===== src/rtl/dma_seq_pkg.sv =====
package dma_seq_pkg;
    typedef enum logic [1:0] {
        SM_IDLE,
        SM_REQ,
        SM_DUMMY,
        SM_FETCH
    } smp_st_e;

    typedef enum logic [1:0] {
        SP_IDLE,
        SP_ARMED,
        SP_RUN
    } spr_st_e;
endpackage


===== src/rtl/dma_smp_eng.sv =====
module dma_smp_eng
    import dma_seq_pkg::*;
#(
    parameter int DW = 8
) (
    input  logic          clk,
    input  logic          rst_n,
    input  logic          req,
    input  logic          halt_ok,
    input  logic          get_cyc,
    input  logic [DW-1:0] rdata,
    output logic          wait_halt,
    output logic          busy_next,
    output logic          fetch,
    output logic          done,
    output logic [DW-1:0] data
);
    typedef struct packed {
        smp_st_e       st;
        logic          done;
        logic [DW-1:0] data;
    } smp_state_t;

    smp_state_t s_q, s_d;

    always_comb begin
        s_d      = s_q;
        s_d.done = 1'b0;
        fetch    = 1'b0;
        case (s_q.st)
            SM_IDLE:  if (req) s_d.st = SM_REQ;
            SM_REQ:   if (halt_ok) s_d.st = SM_DUMMY;
            SM_DUMMY: s_d.st = SM_FETCH;
            SM_FETCH: begin
                if (get_cyc) begin
                    fetch     = 1'b1;
                    s_d.done  = 1'b1;
                    s_d.data  = rdata;
                    s_d.st    = req ? SM_REQ : SM_IDLE;
                end
            end
            default:  s_d.st = SM_IDLE;
        endcase
    end

    always_ff @(posedge clk) begin
        if (!rst_n) begin
            s_q <= '{st: SM_IDLE, done: 1'b0, data: '0};
        end else begin
            s_q <= s_d;
        end
    end

    assign wait_halt = (s_q.st == SM_REQ);
    assign busy_next = (s_d.st != SM_IDLE);
    assign done      = s_q.done;
    assign data      = s_q.data;


    fetch_on_get_chk: assert property (@(posedge clk) disable iff (!rst_n)
        fetch |-> get_cyc);


    done_after_fetch_chk: assert property (@(posedge clk) disable iff (!rst_n)
        fetch |=> done);
endmodule


===== src/rtl/dma_spr_eng.sv =====
module dma_spr_eng
    import dma_seq_pkg::*;
#(
    parameter int          AW        = 16,
    parameter int          DW        = 8,
    parameter int          BYTES     = 256,
    parameter logic [15:0] PORT_ADDR = 16'h2004
) (
    input  logic          clk,
    input  logic          rst_n,
    input  logic          trig,
    input  logic [AW-9:0] trig_page,
    input  logic          halt_ok,
    input  logic          get_cyc,
    input  logic          steal,
    input  logic [DW-1:0] rdata,
    output logic          wait_halt,
    output logic          busy_next,
    output logic          rd_now,
    output logic          wr_now,
    output logic [AW-1:0] addr,
    output logic [DW-1:0] wdata
);
    localparam int CW = (BYTES > 1) ? $clog2(BYTES) : 1;
    localparam logic [CW-1:0] LAST = CW'(BYTES - 1);

    typedef struct packed {
        spr_st_e       st;
        logic [AW-9:0] page;
        logic [CW-1:0] cnt;
        logic          phase;
        logic [DW-1:0] buf_b;
    } spr_state_t;

    spr_state_t s_q, s_d;
    logic [7:0] lo_byte;

    always_comb begin
        s_d    = s_q;
        rd_now = 1'b0;
        wr_now = 1'b0;
        case (s_q.st)
            SP_IDLE: begin
                if (trig) begin
                    s_d.st    = SP_ARMED;
                    s_d.page  = trig_page;
                    s_d.cnt   = '0;
                    s_d.phase = 1'b0;
                end
            end
            SP_ARMED: if (halt_ok) s_d.st = SP_RUN;
            SP_RUN: begin
                if (!s_q.phase && get_cyc && !steal) begin
                    rd_now     = 1'b1;
                    s_d.buf_b  = rdata;
                    s_d.phase  = 1'b1;
                end else if (s_q.phase && !get_cyc) begin
                    wr_now    = 1'b1;
                    s_d.phase = 1'b0;
                    s_d.cnt   = s_q.cnt + 1'b1;
                    if (s_q.cnt == LAST) s_d.st = SP_IDLE;
                end
            end
            default: s_d.st = SP_IDLE;
        endcase
    end

    always_ff @(posedge clk) begin
        if (!rst_n) begin
            s_q <= '{st: SP_IDLE, page: '0, cnt: '0, phase: 1'b0, buf_b: '0};
        end else begin
            s_q <= s_d;
        end
    end

    assign lo_byte   = 8'(s_q.cnt);
    assign addr      = rd_now ? {s_q.page, lo_byte} : AW'(PORT_ADDR);
    assign wdata     = s_q.buf_b;
    assign wait_halt = (s_q.st == SP_ARMED);
    assign busy_next = (s_d.st != SP_IDLE);


    spr_wr_on_put_chk: assert property (@(posedge clk) disable iff (!rst_n)
        wr_now |-> !get_cyc);


    spr_rd_then_wr_chk: assert property (@(posedge clk) disable iff (!rst_n)
        wr_now |-> $past(rd_now) || $past(s_q.phase));
endmodule


===== src/rtl/sprdma_seq.sv =====
module sprdma_seq
    import dma_seq_pkg::*;
#(
    parameter int          AW        = 16,
    parameter int          BYTES     = 256,
    parameter logic [15:0] TRIG_ADDR = 16'h4014,
    parameter logic [15:0] PORT_ADDR = 16'h2004
) (
    input  logic          clk,
    input  logic          rst_n,
    input  logic          get_cyc,
    input  logic          cpu_rd,
    input  logic [AW-1:0] cpu_addr,
    input  logic [7:0]    cpu_wdata,
    input  logic          smp_req,
    input  logic [AW-1:0] smp_addr,
    input  logic [7:0]    bus_rdata,
    output logic          cpu_halt,
    output logic [AW-1:0] bus_addr,
    output logic          bus_rd,
    output logic [7:0]    bus_wdata,
    output logic          spr_wr,
    output logic          smp_done,
    output logic [7:0]    smp_data
);
    localparam int DW = 8;

    typedef struct packed {
        logic halt;
    } top_state_t;

    top_state_t t_q, t_d;

    logic          halt_ok;
    logic          trig;
    logic          smp_wait, smp_busy_n, smp_fetch;
    logic          spr_wait, spr_busy_n, spr_rd;
    logic [AW-1:0] spr_addr;
    logic [DW-1:0] spr_wdata;

    assign halt_ok = t_q.halt | cpu_rd;
    assign trig    = !cpu_rd && !t_q.halt && (cpu_addr == AW'(TRIG_ADDR));

    dma_smp_eng #(.DW(DW)) u_smp (
        .clk       (clk),
        .rst_n     (rst_n),
        .req       (smp_req),
        .halt_ok   (halt_ok),
        .get_cyc   (get_cyc),
        .rdata     (bus_rdata),
        .wait_halt (smp_wait),
        .busy_next (smp_busy_n),
        .fetch     (smp_fetch),
        .done      (smp_done),
        .data      (smp_data)
    );

    dma_spr_eng #(
        .AW        (AW),
        .DW        (DW),
        .BYTES     (BYTES),
        .PORT_ADDR (PORT_ADDR)
    ) u_spr (
        .clk       (clk),
        .rst_n     (rst_n),
        .trig      (trig),
        .trig_page (cpu_wdata[AW-9:0]),
        .halt_ok   (halt_ok),
        .get_cyc   (get_cyc),
        .steal     (smp_fetch),
        .rdata     (bus_rdata),
        .wait_halt (spr_wait),
        .busy_next (spr_busy_n),
        .rd_now    (spr_rd),
        .wr_now    (spr_wr),
        .addr      (spr_addr),
        .wdata     (spr_wdata)
    );

    always_comb begin
        cpu_halt  = t_q.halt | (cpu_rd & (smp_wait | spr_wait));
        t_d.halt  = cpu_halt & (smp_busy_n | spr_busy_n);
        bus_wdata = cpu_wdata;
        if (spr_wr) begin
            bus_addr  = spr_addr;
            bus_rd    = 1'b0;
            bus_wdata = spr_wdata;
        end else if (smp_fetch) begin
            bus_addr = smp_addr;
            bus_rd   = 1'b1;
        end else if (spr_rd) begin
            bus_addr = spr_addr;
            bus_rd   = 1'b1;
        end else if (cpu_halt) begin
            bus_addr = cpu_addr;
            bus_rd   = 1'b1;
        end else begin
            bus_addr = cpu_addr;
            bus_rd   = cpu_rd;
        end
    end

    always_ff @(posedge clk) begin
        if (!rst_n) begin
            t_q <= '{halt: 1'b0};
        end else begin
            t_q <= t_d;
        end
    end


    halt_on_read_chk: assert property (@(posedge clk) disable iff (!rst_n)
        $rose(cpu_halt) |-> cpu_rd);


    one_get_owner_chk: assert property (@(posedge clk) disable iff (!rst_n)
        !(smp_fetch && spr_rd));


    dma_access_halted_chk: assert property (@(posedge clk) disable iff (!rst_n)
        (spr_rd || spr_wr || smp_fetch) |-> cpu_halt);


    idle_reset_chk: assert property (@(posedge clk)
        !rst_n |=> !smp_done);
endmodule


===== config.mk =====
export PLATFORM = sky130hd
export DESIGN_NAME = sprdma_seq
export DESIGN_NICKNAME = d
export VERILOG_FILES = /design/src/rtl/dma_seq_pkg.sv /design/src/rtl/dma_smp_eng.sv /design/src/rtl/dma_spr_eng.sv /design/src/rtl/sprdma_seq.sv
export SDC_FILE = /design/constraint.sdc
export NUM_CORES = 1
export LEC_CHECK = 0
export BUFFER_PORTS_ARGS = -buffer_cell sky130_fd_sc_hd__buf_4
export CAP_MARGIN = 20
export CORE_MARGIN = 4
export CORE_UTILIZATION = 54
export DETAILED_ROUTE_END_ITERATION = 6
export GPL_TIMING_DRIVEN = 1
export PLACE_DENSITY = 0.85
export REMOVE_ABC_BUFFERS = 1
export SLEW_MARGIN = 15
export SYNTH_ARGS = -nofsm -noshare
export SYNTH_HDL_FRONTEND = slang
export SYNTH_HIERARCHICAL = 1
export SYNTH_SLANG_ARGS = --single-unit

===== constraint.sdc =====
create_clock -name clk -period 3.9 [get_ports clk]
set_input_delay 0.78 -clock clk [delete_from_list [all_inputs] [get_ports clk]]
set_output_delay 0.78 -clock clk [all_outputs]
set_load 0.05 [all_outputs]

# Word-level counts from Yosys, hierarchy flattened
# Index checks and enable logic that the tools add are counted.
totals:
  elab_cells: 79
  input_bits: 53
  reg_bits: 39
classes:
  n_addsub: 1
  n_eq_ne: 11
  reduce_logical: 21
  bitwise: 6
  muxes: 31
ops:
  columns: ["cell", "n"]
  rows:
  - ["16-bit 2-to-1 mux", 4]
  - ["19-bit 2-to-1 mux", 1]
  - ["9-bit one-hot mux with 2 select lines", 1]
  - ["16-bit by 15-bit == test with 1-bit output, second input constant", 1]
  - ["8-bit 2-to-1 mux", 2]
  - ["1-bit 2-to-1 mux", 13]
  - ["2-bit 2-to-1 mux", 6]
  - ["11-bit 2-to-1 mux", 1]
  - ["9-bit 2-to-1 mux", 1]
  - ["8-bit by 1-bit adder with 8-bit output, second input constant", 1]
  - ["8-bit == test, second input constant", 1]
  - ["2-bit one-hot mux with 4 select lines", 1]
  - ["2-bit AND reduction", 4]
  - ["2-bit == test, second input constant", 3]
  - ["2-bit one-hot mux with 3 select lines", 1]
  - ["2-bit nonzero test", 3]
  - ["1-bit logical AND", 5]
  - ["1-bit logical NOT", 5]
  - ["2-bit by 1-bit == test with 1-bit output, second input constant", 2]
  - ["2-bit logical NOT", 2]
  - ["2-bit != test, second input constant", 2]
  - ["1-bit OR", 4]
  - ["4-bit AND reduction", 1]
  - ["3-bit by 1-bit != test with 1-bit output, second input constant", 1]
  - ["3 further kinds", 4]

# Logic depth before layout (Yosys ltp)
logic_depth:
  ltp_word: 10
  depth_mapped: 9
  mapped_depth_nobuf: 6

# By module
# Netlist, hierarchy kept.
modules_own_cells:
  columns: ["module", "n_inst", "seq_area_each_um2", "area_each_um2", "cells_per_inst"]
  rows:
  - ["dma_spr_eng", 1, 540.5, 1402.6, 171]
  - ["sprdma_seq", 1, 20.0, 648.1, 81]
  - ["dma_smp_eng", 1, 220.2, 536.8, 57]

# Least setup slack after synthesis
# No wires, ideal clock.
synth_timing:
  kind: "input to output"
  start: "in get_cyc"
  end: "out bus_addr[5]"
  required_time_ns: 3.120
  cell_stages: 9
  path_buffers: 4
  arrival_ns: 3.058
  setup_slack_ns: 0.062
  cell_sequence: "and3_4 -> buf_12 -> clkbuf_1 -> nor2_1 -> buf_6 -> nor2_4 -> buf_4 -> a22oi_1 -> o21ai_0"
synth_via:
  elab_chain_cells: 10
synth_lines:
  columns: ["item", "line", "rtl"]
  rows:
  - ["start, declared", "sprdma_seq.sv:11", "input logic get_cyc,"]
  - ["1-bit 2-to-1 mux *", "dma_smp_eng.sv:35", "if (get_cyc) begin"]
  - ["1-bit 2-to-1 mux *", "dma_smp_eng.sv:30", "case (s_q.st)"]
  - ["named net smp_fetch", "sprdma_seq.sv:36", "logic smp_wait, smp_busy_n, smp_fetch;"]
  - ["1-bit logical NOT *", "dma_spr_eng.sv:53", "if (!s_q.phase && get_cyc && !steal) begin"]
  - ["1-bit logical AND *", "dma_spr_eng.sv:53", null]
  - ["1-bit 2-to-1 mux *", "dma_spr_eng.sv:53", null]
  - ["1-bit 2-to-1 mux *", "dma_spr_eng.sv:42", "case (s_q.st)"]
  - ["named net spr_rd", "sprdma_seq.sv:37", "logic spr_wait, spr_busy_n, spr_rd;"]
  - ["16-bit 2-to-1 mux", "dma_spr_eng.sv:77", "assign addr = rd_now ? {s_q.page, lo_byte} : AW'(PORT_ADDR);"]
  - ["16-bit 2-to-1 mux", "sprdma_seq.sv:91", "end else if (spr_rd) begin"]
  - ["16-bit 2-to-1 mux", "sprdma_seq.sv:88", "end else if (smp_fetch) begin"]
  - ["16-bit 2-to-1 mux *", "sprdma_seq.sv:84", "if (spr_wr) begin"]
  - ["end, declared", "sprdma_seq.sv:19", "output logic [AW-1:0] bus_addr,"]
# Mark *: on every way through the listed nets, which the timed path passes. The rest lies on a longest branch.

# Worst setup path after layout
layout_timing:
  start: "in get_cyc"
  end: "out bus_addr[8]"
layout_via:
  elab_chain_cells: 10
layout_lines:
  columns: ["item", "line"]
  rows:
  - ["1-bit 2-to-1 mux *", "dma_smp_eng.sv:35"]
  - ["1-bit 2-to-1 mux *", "dma_smp_eng.sv:30"]
  - ["named net smp_fetch", "sprdma_seq.sv:36"]
  - ["1-bit logical NOT", "dma_spr_eng.sv:53"]
  - ["1-bit logical AND", "dma_spr_eng.sv:53"]
  - ["1-bit 2-to-1 mux", "dma_spr_eng.sv:53"]
  - ["1-bit 2-to-1 mux", "dma_spr_eng.sv:42"]
  - ["16-bit 2-to-1 mux", "dma_spr_eng.sv:77"]
  - ["16-bit 2-to-1 mux", "sprdma_seq.sv:91"]
  - ["16-bit 2-to-1 mux", "sprdma_seq.sv:88"]
  - ["16-bit 2-to-1 mux *", "sprdma_seq.sv:84"]
# Marked as above.

==> summary.md <==
- library cell occupying the most area in the post-synthesis netlist: dfxtp_1
- Root Driver: clkbuf_8
- Static Leak: 1.31 nW
- Worst EP arrival: 2.51 ns
- share of the clock period used by the worst path after layout: 0.844
- final routed wire length divided by cell count: 16.8 um
- Hold Path Stages: 2
- hold-fix buffer count after cts: 0
- uppermost layer routed: met4
- vias in the first global route: 2365
- critical path capture point type: primary output
- run status: complete, no violations
- post-CTS resize count: 0
- cell types occupying the most area after synthesis: dfxtp_1 30%, a22oi_1 7.8%, buf_4 5.5%
- Hold Startpoint: u_spr/s_q[17]
- data required time at the worst endpoint: 3.12 ns
- number of primary I/O pins: 89
- Final Instance Count excl. Fillers: 423
- area enclosed by the die boundary: 5960 um2
- most numerous cell types in the synthesized netlist: 39 x dfxtp_1, 35 x nand2_1, 27 x a22oi_1
- Inserted Clock Buffers: 5
- Max Root-Sink Buffers: 2
- number of enable-type register cells in the synthesized netlist: 0
- RSZ-0062 raised after global routing: false
- synthesis-to-finish area growth: 23.4%
- Hold Crit Endpoint: u_spr/s_q[17]
- total global-route track usage: 0.238
- clock-pin slew reported for the worst setup and hold paths after clock tree synthesis: 0.08 ns
- setup slack of the most critical reg-to-reg path: 1.53 ns
- later-pin clock latency in the skew report: 0.29 ns
- crit start category: primary input
- path type of the worst setup path: primary input to primary output
- share of final-layout standard cells stronger than drive strength 1: 0.340
- cell with the most instances on the worst path: buf_4
- reg2reg path depth: 5
- width of the die: 77.2 um
- sum of routed wire length over all layers: 7110 um
- hold violation total from the final report: 0
- CTS H-tree lvls: 2
- headroom to the max-slew limit: 0.369
- slew at the pin closest to its max-slew limit: 0.946 ns
- per-instance average area after synthesis: 8.37 um2
- Max Clock Freq: 304 MHz
- Slew Viols, Final: 0
- initial antenna violation count: 0
- number of max-capacitance violations reported: 0
- mean number of vias per cell: 6.06
- grt total ovfl: 0
- worst setup path startpoint: get_cyc
- routability congestion estimate: 0.870
- placed cells: 415
- peak fanout along the critical path: 28
- core utilization of the finished layout: 0.709
- flops & latches, synth: 39
- remaining antenna violation count after routing: 0
- fraction of synthesis flops using an asynchronous set or reset pin: 0
- count of different cell masters after synthesis: 51
- worst clock skew on the final layout: 0.00355 ns
- drt pass-1 iters: 5
- most used flip-flop cell after synthesis: dfxtp_1
- worst-path cell with the longest stage delay: nor2b_4
- sequential area share after synthesis: 0.302
- path category of the worst min-delay check: flop to flop
- clock tree from TritonCTS: built
- most numerous cell in the Yosys netlist: dfxtp_1
- power per standard cell area: 312 nW/um2
- starting density of the core: 0.574
- metal3 WL: 608 um
- Post-DP Area: 3060 um2
- area of all placed cells without fillers: 3190 um2
- total setup buffers inserted after CTS: 0
- worst stage delay on the critical path: 0.49 ns
- number of failing setup endpoints in the final timing report: 0
- Post-Syn Area: 2590 um2
- antenna cells: 0
- area of the core: 4500 um2
- largest net degree at the start of global routing: 30
- area share of the leading cell type in the synthesized netlist: 0.302
- Syn Inst Count: 309
- Sink Count: 39
- global-route wire length before repair: 11600 um
- via count of the routed design: 2565
- critical register-to-register path endpoint: u_spr/lo_byte[5]
- detailed router's first-iteration violation count: 242
- number of warnings issued by yosys: 6
- min cycle time layout: 3.29 ns
- routed length on met2: 3440 um
- maximum vdd drop: 246 uV
- site row count: 24
- Critical R2R Launch: t_q
- final net count: 424
- DRC Markers: 0
- vertical extent of the die: 77.2 um
- overall power: 0.997 mW
- HPWL after DPL: 5030 um
- wl on met1: 3000 um
- number of port buffers: 88
- cells along the critical path: buf_4, and3_4, buf_4, nor2b_4, a22oi_1, o21ai_1, buf_4
-- metal layers --
layer / vias to the layer above / global-route usage
li1: 1237 / -
met1: 1200 / 0.308
met2: 121 / 0.391
met3: 7 / 0.0609
met4: 0 / 0.0623
met5: - / 0
-- flip-flops by register name, indices dropped and copies added, names as in the netlist --
signal and flops:
u_spr/s_q 11, u_smp/data 8, u_spr/lo_byte 8, u_spr/wdata 8, u_smp/s_q 2, t_q 1, u_smp/done 1
-- layout by cell type (no fill, tap or decap), types with 2 or more instances in the layout --
master and n:
mux2i_1 14, nand2_1 35, a211oi_2 4, o21ai_0 17, nand2b_1 2, mux2_2 8
a21boi_0 2, a22oi_1 27, o21ai_1 9, nor3_1 3, nor2_1 4, a21oi_1 21
buf_4 96, a22oi_2 4, nand4_1 2, or3_1 6, nand4bb_1 3, inv_1 5
bufinv_16 2, and3_1 14, nand3_1 21, clkbuf_8 5, dfxtp_1 39, nor3b_1 2
-- critical path: cells and delay by family --
kind | cells | cell delay [ns]
AND/OR/NAND/NOR | 2 | 0.77
AO/OA/AOI/OAI | 2 | 0.27
buffers and inverters | 3 | 0.67
-- layout make-up --
| type | count | area [um2] |
|---|---|---|
| timing repair buffer | 96 | 721 |
| inverter | 5 | 18.8 |
| clock buffer | 6 | 72.6 |
| tap | 52 | 65.1 |
| sequential | 39 | 781 |
| clock inverter | 2 | 60.1 |
| fill | 380 | 1310 |
| multi-input combinational | 223 | 1470 |
-- power breakdown --
| group | internal, mW | switching (mW) | total [mW] |
|---|---|---|---|
| Clock | 0.256 | 0.143 | 0.399 |
| Combinational | 0.0780 | 0.115 | 0.193 |
| Sequential | 0.402 | 0.00361 | 0.405 |
-- cell families (layout without fill, tap and decap cells) --
kind of cell | Yosys count | after routing | synth area share
compound gates | 92 | 92 | 0.240
fa+ha+maj | 1 | 1 | 0.00483
buf+inv | 47 | 109 | 0.129
flops | 39 | 39 | 0.302
mux | 22 | 22 | 0.0890
simple gates | 108 | 108 | 0.235
-- per-stage QoR --
stage	setup slack (ns)	hold WS [ns]	setup TNS (ns)
final	0.610	0.454	0
after floorplan	-0.322	0.432	-2.10
after global placement	0.646	0.438	0
after CTS	0.634	0.455	0
after global routing	0.463	0.479	0
after detailed placement	0.636	0.444	0
-- worst max path at each step --
stage                         endpoint  cells past startpoint
after floorplan           bus_addr[14]                      5
final                      bus_addr[8]                      7
after CTS                 bus_addr[14]                      7
after global placement    bus_addr[14]                      7
after global routing      bus_addr[15]                      8
after detailed placement  bus_addr[14]                      7
Note: power is estimated with default switching activity, not from simulation.
